File: src/rtl/gtmr_pkg.sv
package gtmr_pkg;
  localparam int unsigned WORD_W = 32;
  localparam int unsigned WIDE_W = 2 * WORD_W;

  typedef enum logic [2:0] {
    OFS_CNT_LO = 3'd0,
    OFS_CNT_HI = 3'd1,
    OFS_CTRL   = 3'd2,
    OFS_STAT   = 3'd3,
    OFS_CMP_LO = 3'd4,
    OFS_CMP_HI = 3'd5,
    OFS_STEP   = 3'd6
  } ofs_e;

  // bit 0 run, bit 1 compare enable, bit 2 irq enable, bit 3 auto-increment
  typedef struct packed {
    logic auto_inc;
    logic irq_en;
    logic cmp_en;
    logic run;
  } ctrl_t;

  // replace one 32-bit half of a 64-bit value
  function automatic logic [WIDE_W-1:0] put_half(input logic [WIDE_W-1:0] v,
                                                 input logic upper,
                                                 input logic [WORD_W-1:0] d);
    logic [WIDE_W-1:0] r;
    r = v;
    if (upper) r[WIDE_W-1:WORD_W] = d;
    else       r[WORD_W-1:0] = d;
    return r;
  endfunction

  // compare reload: old value plus zero-extended step
  function automatic logic [WIDE_W-1:0] advance_cmp(input logic [WIDE_W-1:0] cmp,
                                                    input logic [WORD_W-1:0] step);
    return cmp + {{(WIDE_W-WORD_W){1'b0}}, step};
  endfunction
endpackage

File: src/rtl/tmr_counter.sv
module tmr_counter
  import gtmr_pkg::*;
(
  input  logic              clk,
  input  logic              rst_n,
  input  logic              run,
  input  logic              wr_lo,
  input  logic              wr_hi,
  input  logic [WORD_W-1:0] wdata,
  output logic [WIDE_W-1:0] count
);
  logic load_ok;
  assign load_ok = !run && (wr_lo || wr_hi);

  always_ff @(posedge clk) begin
    if (!rst_n)       count <= '0;
    else if (run)     count <= count + 1'b1;
    else if (load_ok) count <= put_half(count, wr_hi, wdata);
  end

  assert_count_step_R2: assert property (@(posedge clk) disable iff (!rst_n)
    run |=> count == $past(count) + 1'b1);
  assert_count_hold_R2: assert property (@(posedge clk) disable iff (!rst_n)
    (!run && !wr_lo && !wr_hi) |=> $stable(count));
  assert_load_when_stopped_R3: assert property (@(posedge clk) disable iff (!rst_n)
    (!run && wr_lo) |=> count[WORD_W-1:0] == $past(wdata));
endmodule

File: src/rtl/tmr_compare.sv
module tmr_compare
  import gtmr_pkg::*;
(
  input  logic              clk,
  input  logic              rst_n,
  input  logic [WIDE_W-1:0] count,
  input  logic              cmp_en,
  input  logic              auto_en,
  input  logic              irq_en,
  input  logic [WORD_W-1:0] step,
  input  logic              wr_lo,
  input  logic              wr_hi,
  input  logic [WORD_W-1:0] wdata,
  input  logic              ack,
  output logic [WIDE_W-1:0] cmp,
  output logic              flag,
  output logic              hit,
  output logic              irq
);
  logic armed, armed_q, reload_q, reload;

  assign armed  = cmp_en && (count >= cmp);
  // new event on a rising condition, or again right after a reload
  assign hit    = armed && (!armed_q || reload_q);
  assign reload = hit && auto_en;

  always_ff @(posedge clk) begin
    if (!rst_n) begin
      cmp      <= '0;
      armed_q  <= 1'b0;
      reload_q <= 1'b0;
      flag     <= 1'b0;
      irq      <= 1'b0;
    end else begin
      armed_q  <= armed;
      reload_q <= reload;
      irq      <= hit && irq_en;
      if (hit)      flag <= 1'b1;
      else if (ack) flag <= 1'b0;
      if (wr_lo || wr_hi) cmp <= put_half(cmp, wr_hi, wdata);
      else if (reload)    cmp <= advance_cmp(cmp, step);
    end
  end

  assert_irq_needs_flag_R6: assert property (@(posedge clk) disable iff (!rst_n)
    irq |-> flag);
  assert_reload_adds_step_R7: assert property (@(posedge clk) disable iff (!rst_n)
    (hit && auto_en && !wr_lo && !wr_hi) |=> cmp == $past(cmp) + {32'b0, $past(step)});
  assert_event_sets_flag_R5: assert property (@(posedge clk) disable iff (!rst_n)
    hit |=> flag);
  assert_ack_clears_R8: assert property (@(posedge clk) disable iff (!rst_n)
    (ack && !hit) |=> !flag);
endmodule

File: src/rtl/wide_tick_timer.sv
module wide_tick_timer
  import gtmr_pkg::*;
#(
  parameter int unsigned ADDR_W = 3,
  parameter int unsigned DATA_W = WORD_W
) (
  input  logic              clk,
  input  logic              rst_n,
  input  logic              bus_sel,
  input  logic              bus_wr,
  input  logic [ADDR_W-1:0] bus_addr,
  input  logic [DATA_W-1:0] bus_wdata,
  output logic [DATA_W-1:0] bus_rdata,
  output logic              irq
);
  logic wr_en, rd_en;
  logic wr_cnt_lo, wr_cnt_hi, wr_ctrl, wr_stat, wr_cmp_lo, wr_cmp_hi, wr_step;
  ctrl_t ctrl;
  logic [WORD_W-1:0] step;
  logic [WIDE_W-1:0] count, cmp;
  logic flag, hit;
  logic [DATA_W-1:0] rd_mux;

  assign wr_en = bus_sel && bus_wr;
  assign rd_en = bus_sel && !bus_wr;

  assign wr_cnt_lo = wr_en && (bus_addr == ADDR_W'(OFS_CNT_LO));
  assign wr_cnt_hi = wr_en && (bus_addr == ADDR_W'(OFS_CNT_HI));
  assign wr_ctrl   = wr_en && (bus_addr == ADDR_W'(OFS_CTRL));
  assign wr_stat   = wr_en && (bus_addr == ADDR_W'(OFS_STAT)) && bus_wdata[0];
  assign wr_cmp_lo = wr_en && (bus_addr == ADDR_W'(OFS_CMP_LO));
  assign wr_cmp_hi = wr_en && (bus_addr == ADDR_W'(OFS_CMP_HI));
  assign wr_step   = wr_en && (bus_addr == ADDR_W'(OFS_STEP));

  always_ff @(posedge clk) begin
    if (!rst_n) begin
      ctrl <= '0;
      step <= '0;
    end else begin
      if (wr_ctrl) ctrl <= ctrl_t'(bus_wdata[3:0]);
      if (wr_step) step <= bus_wdata[WORD_W-1:0];
    end
  end

  tmr_counter u_counter (
    .clk   (clk),
    .rst_n (rst_n),
    .run   (ctrl.run),
    .wr_lo (wr_cnt_lo),
    .wr_hi (wr_cnt_hi),
    .wdata (bus_wdata[WORD_W-1:0]),
    .count (count)
  );

  tmr_compare u_compare (
    .clk     (clk),
    .rst_n   (rst_n),
    .count   (count),
    .cmp_en  (ctrl.cmp_en),
    .auto_en (ctrl.auto_inc),
    .irq_en  (ctrl.irq_en),
    .step    (step),
    .wr_lo   (wr_cmp_lo),
    .wr_hi   (wr_cmp_hi),
    .wdata   (bus_wdata[WORD_W-1:0]),
    .ack     (wr_stat),
    .cmp     (cmp),
    .flag    (flag),
    .hit     (hit),
    .irq     (irq)
  );

  always_comb begin
    rd_mux = '0;
    case (bus_addr)
      ADDR_W'(OFS_CNT_LO): rd_mux = DATA_W'(count[WORD_W-1:0]);
      ADDR_W'(OFS_CNT_HI): rd_mux = DATA_W'(count[WIDE_W-1:WORD_W]);
      ADDR_W'(OFS_CTRL):   rd_mux = DATA_W'(ctrl);
      ADDR_W'(OFS_STAT):   rd_mux = DATA_W'(flag);
      ADDR_W'(OFS_CMP_LO): rd_mux = DATA_W'(cmp[WORD_W-1:0]);
      ADDR_W'(OFS_CMP_HI): rd_mux = DATA_W'(cmp[WIDE_W-1:WORD_W]);
      ADDR_W'(OFS_STEP):   rd_mux = DATA_W'(step);
      default:             rd_mux = '0;
    endcase
  end

  always_ff @(posedge clk) begin
    if (!rst_n)     bus_rdata <= '0;
    else if (rd_en) bus_rdata <= rd_mux;
    else            bus_rdata <= '0;
  end

  assert_read_hi_live_R4: assert property (@(posedge clk) disable iff (!rst_n)
    (rd_en && bus_addr == ADDR_W'(OFS_CNT_HI)) |=> bus_rdata == DATA_W'($past(count[WIDE_W-1:WORD_W])));
  assert_unmapped_zero_R9: assert property (@(posedge clk) disable iff (!rst_n)
    (rd_en && bus_addr == ADDR_W'(7)) |=> bus_rdata == '0);
  assert_ctrl_readback_R10: assert property (@(posedge clk) disable iff (!rst_n)
    wr_ctrl |=> ctrl == ctrl_t'($past(bus_wdata[3:0])));
endmodule

File: config.mk
export PLATFORM = sky130hd
export DESIGN_NAME = wide_tick_timer
export DESIGN_NICKNAME = d
export VERILOG_FILES = /design/src/rtl/gtmr_pkg.sv /design/src/rtl/tmr_counter.sv /design/src/rtl/tmr_compare.sv /design/src/rtl/wide_tick_timer.sv
export SDC_FILE = /design/constraint.sdc
export NUM_CORES = 1
export LEC_CHECK = 0
export BUFFER_PORTS_ARGS = -buffer_cell sky130_fd_sc_hd__buf_2
export CORE_ASPECT_RATIO = 0.5
export CORE_MARGIN = 5
export CORE_UTILIZATION = 30
export DETAILED_ROUTE_END_ITERATION = 8
export GPL_ROUTABILITY_DRIVEN = 0
export SYNTH_ARGS = -nofsm -noshare
export SYNTH_HDL_FRONTEND = slang
export SYNTH_HIERARCHICAL = 1
export SYNTH_SLANG_ARGS = --single-unit
File: constraint.sdc
create_clock -name clk -period 5.3 [get_ports clk]
set_input_delay 1.06 -clock clk [delete_from_list [all_inputs] [get_ports clk]]
set_output_delay 1.06 -clock clk [all_outputs]
set_load 0.01 [all_outputs]
* Word-level counts from Yosys, hierarchy flattened *
Cells that the tools add are included.

storage, ports and cells
  output and inout port bits = 33
  register bits = 200
  word-level logic and storage cells = 68
  bits of input ports = 39

cells by class
  equal/unequal tests = 9
  $add $sub $neg = 2
  muxes and demuxes = 11
  reduce and logical (&&, ||, !) cells = 31
  $lt $le $gt $ge = 1

operators with widths
  kind                                                              count
  64-bit two-way mux                                                4
  32-bit one-hot mux with 7 select lines                            1
  32-bit two-way mux                                                4
  64-bit by 1-bit adder with 64-bit output (second input constant)  1
  64-bit by 32-bit adder with 64-bit output                         1
  64-bit greater-or-equal comparator                                1
  1-bit logical AND                                                 15
  2-bit AND reduction                                               5
  3-bit == test (second input constant)                             3
  2-bit nonzero test                                                4
  3-bit by 2-bit == test with 1-bit output (second input constant)  2
  2-bit != test (second input constant)                             2
  3-bit by 1-bit == test with 1-bit output (second input constant)  1
  1-bit zero test                                                   3
  3-bit zero test                                                   1
  1-bit logical OR                                                  3
  1-bit two-way mux                                                 2
  2-bit by 1-bit != test with 1-bit output (second input constant)  1

* Depth between registers and ports, before layout *
  depth after elaboration = 6
  depth in mapped cells = 13

* Hierarchy *
Netlist, hierarchy kept.

modules (own cells, without submodules)
  module           seq. area each (sq um)  cells each  area an instance (sq um)  times used
  tmr_compare      1,361.3                 937         7,101.8                   1
  tmr_counter      1,281.2                 530         4,035.1                   1
  wide_tick_timer  1,361.3                 434         3,562.2                   1

* Least setup slack after synthesis *
OpenSTA, ideal clock, no wires.

  path kind = input port to flip-flop
  start = in bus_addr[0]
  end = reg u_compare.cmp[16]
  stages on the path = 10
  path slack = 2.021 ns
  arrival = 3.191 ns
  path buffers = 5
  cell sequence = buf_4 > clkbuf_1 > and3_1 > and3_1 > clkbuf_1 > nor2_1 > clkbuf_1 > clkbuf_1 > nand3_1 > a311oi_2

on the way
  cells in the longest elaborated chain, start to end = 5

RTL lines
  element                                                               RTL line               text
  start, declared                                                       wide_tick_timer.sv:11  input logic [ADDR_W-1:0] bus_addr,
  3-bit == test *                                                       wide_tick_timer.sv:32  assign wr_cmp_hi = wr_en && (bus_addr == ADDR_W'(OFS_CMP_HI));
  1-bit logical AND *                                                   wide_tick_timer.sv:32
  named net wr_cmp_hi                                                   wide_tick_timer.sv:17  logic wr_cnt_lo, wr_cnt_hi, wr_ctrl, wr_stat, wr_cmp_lo, wr_cmp_hi, wr_step;
  1-bit logical OR                                                      tmr_compare.sv:40      if (wr_lo || wr_hi) cmp <= put_half(cmp, wr_hi, wdata);
  2-bit != test (no line) / 2-bit nonzero test (equally long branches)  --
  2-bit AND reduction (no line)                                         --
  end signal, assigned                                                  tmr_compare.sv:40
  end signal, assigned                                                  tmr_compare.sv:41      else if (reload) cmp <= advance_cmp(cmp, step);
  end, declared                                                         tmr_compare.sv:15      output logic [WIDE_W-1:0] cmp,

The timed path passes the listed nets; every way through them passes the cells marked *.
A chain may end at the register's enable or synchronous reset.

* Worst setup path in the final report *
  start = reg u_compare.cmp[0]
  end = reg u_compare.cmp[52]

on the way
  cells in the longest elaborated chain, start to end = 6

RTL lines
  element                             RTL line           text
  64-bit greater-or-equal comparator  tmr_compare.sv:22  assign armed = cmp_en && (count >= cmp);
  1-bit logical AND                   tmr_compare.sv:22
  1-bit logical AND                   tmr_compare.sv:24  assign hit = armed && (!armed_q || reload_q);
  1-bit logical AND                   tmr_compare.sv:25  assign reload = hit && auto_en;
  2-bit nonzero test (no line)        --
  2-bit AND reduction (no line)       --

Several ways; a longest one is shown, not always the timed one. The select of a mux whose other input is x is not followed.

==> results by group <==
Status
  • Outcome: completed

STA
  • PnR worst setup slack: 1.06 ns
  • RSZ-0062 raised after global routing: no
  • Final Hold Fails: 0
  • Clock Skew: 0.0236 ns
  • Number of setup violations in the final report: 0
  • Fmax: 0.236 GHz
  • Max-slew violation count: 0
  • Crit share post-route: 80.1%
  • Final min period: 4.24 ns
  • Setup TNS: 0 ns
  • Slew margin rel.: 6.52%
  • Slew at the pin with the worst max-slew slack: 1.39 ns

Power and ir drop
  • P_leak: 5.76 nW
  • Switch Pwr: 1.01 mW
  • Power Density: 207 nW/um^2
  • Clk pwr share: 41.2%
  • Comb power frac: 11.9%
  • Sequential Power Share: 46.9%
  • Max VDD drop: 222 uV
  • Sw frac: 30.2%
  • Cell Int Power: 2.35 mW

Setup path
  • Startpoint Class: register
  • R2r endpoint: u_compare/cmp[52]$_SDFFE_PN0P_
  • CP required: 5.66 ns
  • R2R setup slack: 1.06 ns
  • Worst r2r src: u_compare/cmp[0]$_SDFFE_PN0P_
  • R2r worst-path depth: 12
  • Setup crit end kind: register
  • Critical path data arrival time: 4.60 ns
  • Worst Path Max Fanout: 7
  • Critical path class: reg -> reg

Placed design
  • Inst Count DP: 2539
  • DP HPWL: 44100 um
  • IO buf count: 71
  • Worst slack, placed: 1.21 ns

Synthesis
  • Commonest cells in the synthesized netlist: 241 x nand2_1, 200 x dfxtp_1, 197 x a21oi_1
  • Post-synthesis sequential area ratio: 27.2%
  • Synth async-reset ratio: 0%
  • Synth cell types: 91
  • Area leader, netlist: dfxtp_1
  • Synth top area cells: dfxtp_1 27%, ha_1 8.3%, a21oi_1 6.7%
  • Syn_nets: 2038
  • Most common cell in the netlist: nand2_1
  • Post-Syn Area: 14700 sq um
  • Synth Register Bits: 200
  • Post-synth EDFFs: 0
  • Synthesized area per cell: 7.73 sq um
  • Top FF cell, synth: dfxtp_1
  • Yosys warnings: 6
  • Cells after Synth: 1901
  • Yosys top cell area share: 27.2%

Route
  • DRC viols: 0
  • Via density: 6.08
  • Drt first pass iters: 7
  • DR vias: 15636
  • Initial detailed-routing violation count: 2264
  • Final ANT Viol Nets: 0
  • WL final: 60200 um
  • WL per Instance: 23.4 um

Clock network
  • Sink Count: 200
  • Root buffer cell: clkbuf_16
  • H-tree depth: 4
  • Hold buffers post-CTS: 0
  • Clock transition at path regs: 0.09 ns
  • CTS tree: built
  • Post-cts resize count: 0
  • Skew-Pair Late Insertion Delay: 0.46 ns
  • CTS max path bufs: 2
  • CTS buffer count: 17
  • # Post-CTS Setup Buffers: 0

Global routing
  • Antenna violations before repair: 3
  • Grt ovf: 0
  • Largest net degree at the start of global routing: 82
  • First-pass GRT wire length: 89700 um
  • Vias in the first global route: 14183
  • Tot GR Track Use: 21.4%

Final layout
  • Non-filler cells, final: 2573
  • Share of cells above drive strength 1: 10.8%
  • Area grow syn2layout: 10.4%
  • Post-layout nets: 2046

Worst hold path
  • Min-delay src: step[0]$_SDFFE_PN0P_
  • Hold Crit Endpoint: step[0]$_SDFFE_PN0P_
  • HP Class: reg -> reg
  • Hold path cells: 2

Die
  • I/O pin cnt: 72
  • Core area: 48500 sq um
  • DIE AREA: 53800 sq um
  • Die Width: 323 um
  • Row Count: 57
  • Die Ht: 167 um
  • Initial Util: 30.3%

Run
  • Max-cap check violation count: 0
-- power groups by stage --
stage / logic [mW] / clock network (mW) / registers (mW)
final: 0.400 / 1.39 / 1.57
after global routing: 0.424 / 1.46 / 1.58
after CTS: 0.385 / 1.40 / 1.57
after detailed placement: 0.384 / 0 / 1.61
after global placement: 0.381 / 0 / 1.61
after floorplan: 0.244 / 0 / 1.59
-- kinds of logic (layout without fill, tap and decap cells) --
kind of cell	count (synthesis)	after routing	synth area share, %
xor+xnor	45	45	2.68
flops	200	200	27.2
mux	55	55	4.01
buf+inv	215	236	6.39
simple gates	647	647	21.8
fa+ha+maj	98	98	8.39
other cells	0	2	0
compound gates	641	641	29.5
-- sequential cells by signal, indices dropped and copies added (netlist names) --
name	count
u_compare/reload_q	1
bus_rdata	32
ctrl	4
u_compare/flag	1
u_counter/count	64
u_compare/armed_q	1
step	32
u_compare/irq	1
u_compare/cmp	64
-- stage by stage --
stage | power (mW) | hold WS (ns) | utilization (%) | area, sq um
final | 3.36 | 0.504 | 33.4 | 16200
after global placement | 1.99 | 0.480 | 32.2 | 15600
after floorplan | 1.83 | 0.449 | - | 14700
after CTS | 3.35 | 0.507 | 33.4 | 16200
after detailed placement | 1.99 | 0.491 | 32.2 | 15600
after global routing | 3.47 | 0.518 | 33.4 | 16200
-- how the worst max path moves through the flow --
stage | from | endpoint | slack (ns)
floorplan | bus_addr[0] | u_compare/cmp[16]$_SDFFE_PN0P_ | 2.02
global placement | u_compare/cmp[0]$_SDFFE_PN0P_ | u_compare/cmp[52]$_SDFFE_PN0P_ | 1.30
global route | u_compare/cmp[0]$_SDFFE_PN0P_ | u_compare/cmp[62]$_SDFFE_PN0P_ | 0.89
CTS | u_compare/cmp[0]$_SDFFE_PN0P_ | u_compare/cmp[52]$_SDFFE_PN0P_ | 1.25
detailed placement | bus_addr[0] | u_compare/cmp[62]$_SDFFE_PN0P_ | 1.21
finish | u_compare/cmp[0]$_SDFFE_PN0P_ | u_compare/cmp[52]$_SDFFE_PN0P_ | 1.06
-- critical path, stage by stage (launching register included) --
cell	delay (ns)
dfxtp_1	0.49
ha_1	0.25
inv_1	0.07
fa_1	0.38
nor2b_1	0.24
o31a_1	0.19
o2111ai_1	0.30
a2111oi_2	0.48
o21ai_1	0.22
a21boi_1	0.75
nand4_1	0.25
a22o_1	0.26
a32o_1	0.25
-- layout make-up --
cell class | count | area [sq um]
fill | 5090 | 32300
multi-input combinational | 1486 | 9770
sequential | 200 | 4010
tap | 649 | 812
timing repair buffer | 114 | 693
clock buffer | 18 | 439
inverter | 90 | 338
clock inverter | 14 | 160
antenna | 2 | 5.00
-- per-layer routing --
metal  vias to the layer above  global-route usage, %  share of wire [%]
met3                       151                   6.22                 12
met5                         -                      0                  0
li1                       7112                      -                  -
met4                         0                   6.81                3.4
met2                       945                   30.8                 41
met1                      7428                   30.7                 43
-- layout by cell type, fill, tap and decap left out, types with 12 or more instances in the layout --
| master | count |
|---|---|
| a211o_1 | 15 |
| a211oi_1 | 33 |
| a21boi_0 | 29 |
| a21o_1 | 24 |
| a21oi_1 | 197 |
| a22o_1 | 16 |
| a22oi_1 | 19 |
| a311oi_1 | 22 |
| a31oi_1 | 19 |
| and3_1 | 24 |
| buf_2 | 70 |
| buf_4 | 43 |
| clkbuf_16 | 17 |
| dfxtp_1 | 199 |
| ha_1 | 97 |
| inv_1 | 89 |
| mux2_2 | 21 |
| mux2i_1 | 33 |
| nand2_1 | 241 |
| nand3_1 | 57 |
| nand3b_1 | 17 |
| nand4_1 | 56 |
| nor2_1 | 94 |
| nor2b_1 | 18 |
| nor3_1 | 59 |
| nor4_1 | 19 |
| o211ai_1 | 15 |
| o21ai_0 | 95 |
| o31ai_1 | 12 |
| xnor2_1 | 28 |
| xor2_1 | 17 |
Power figures use the tool's default switching activity.
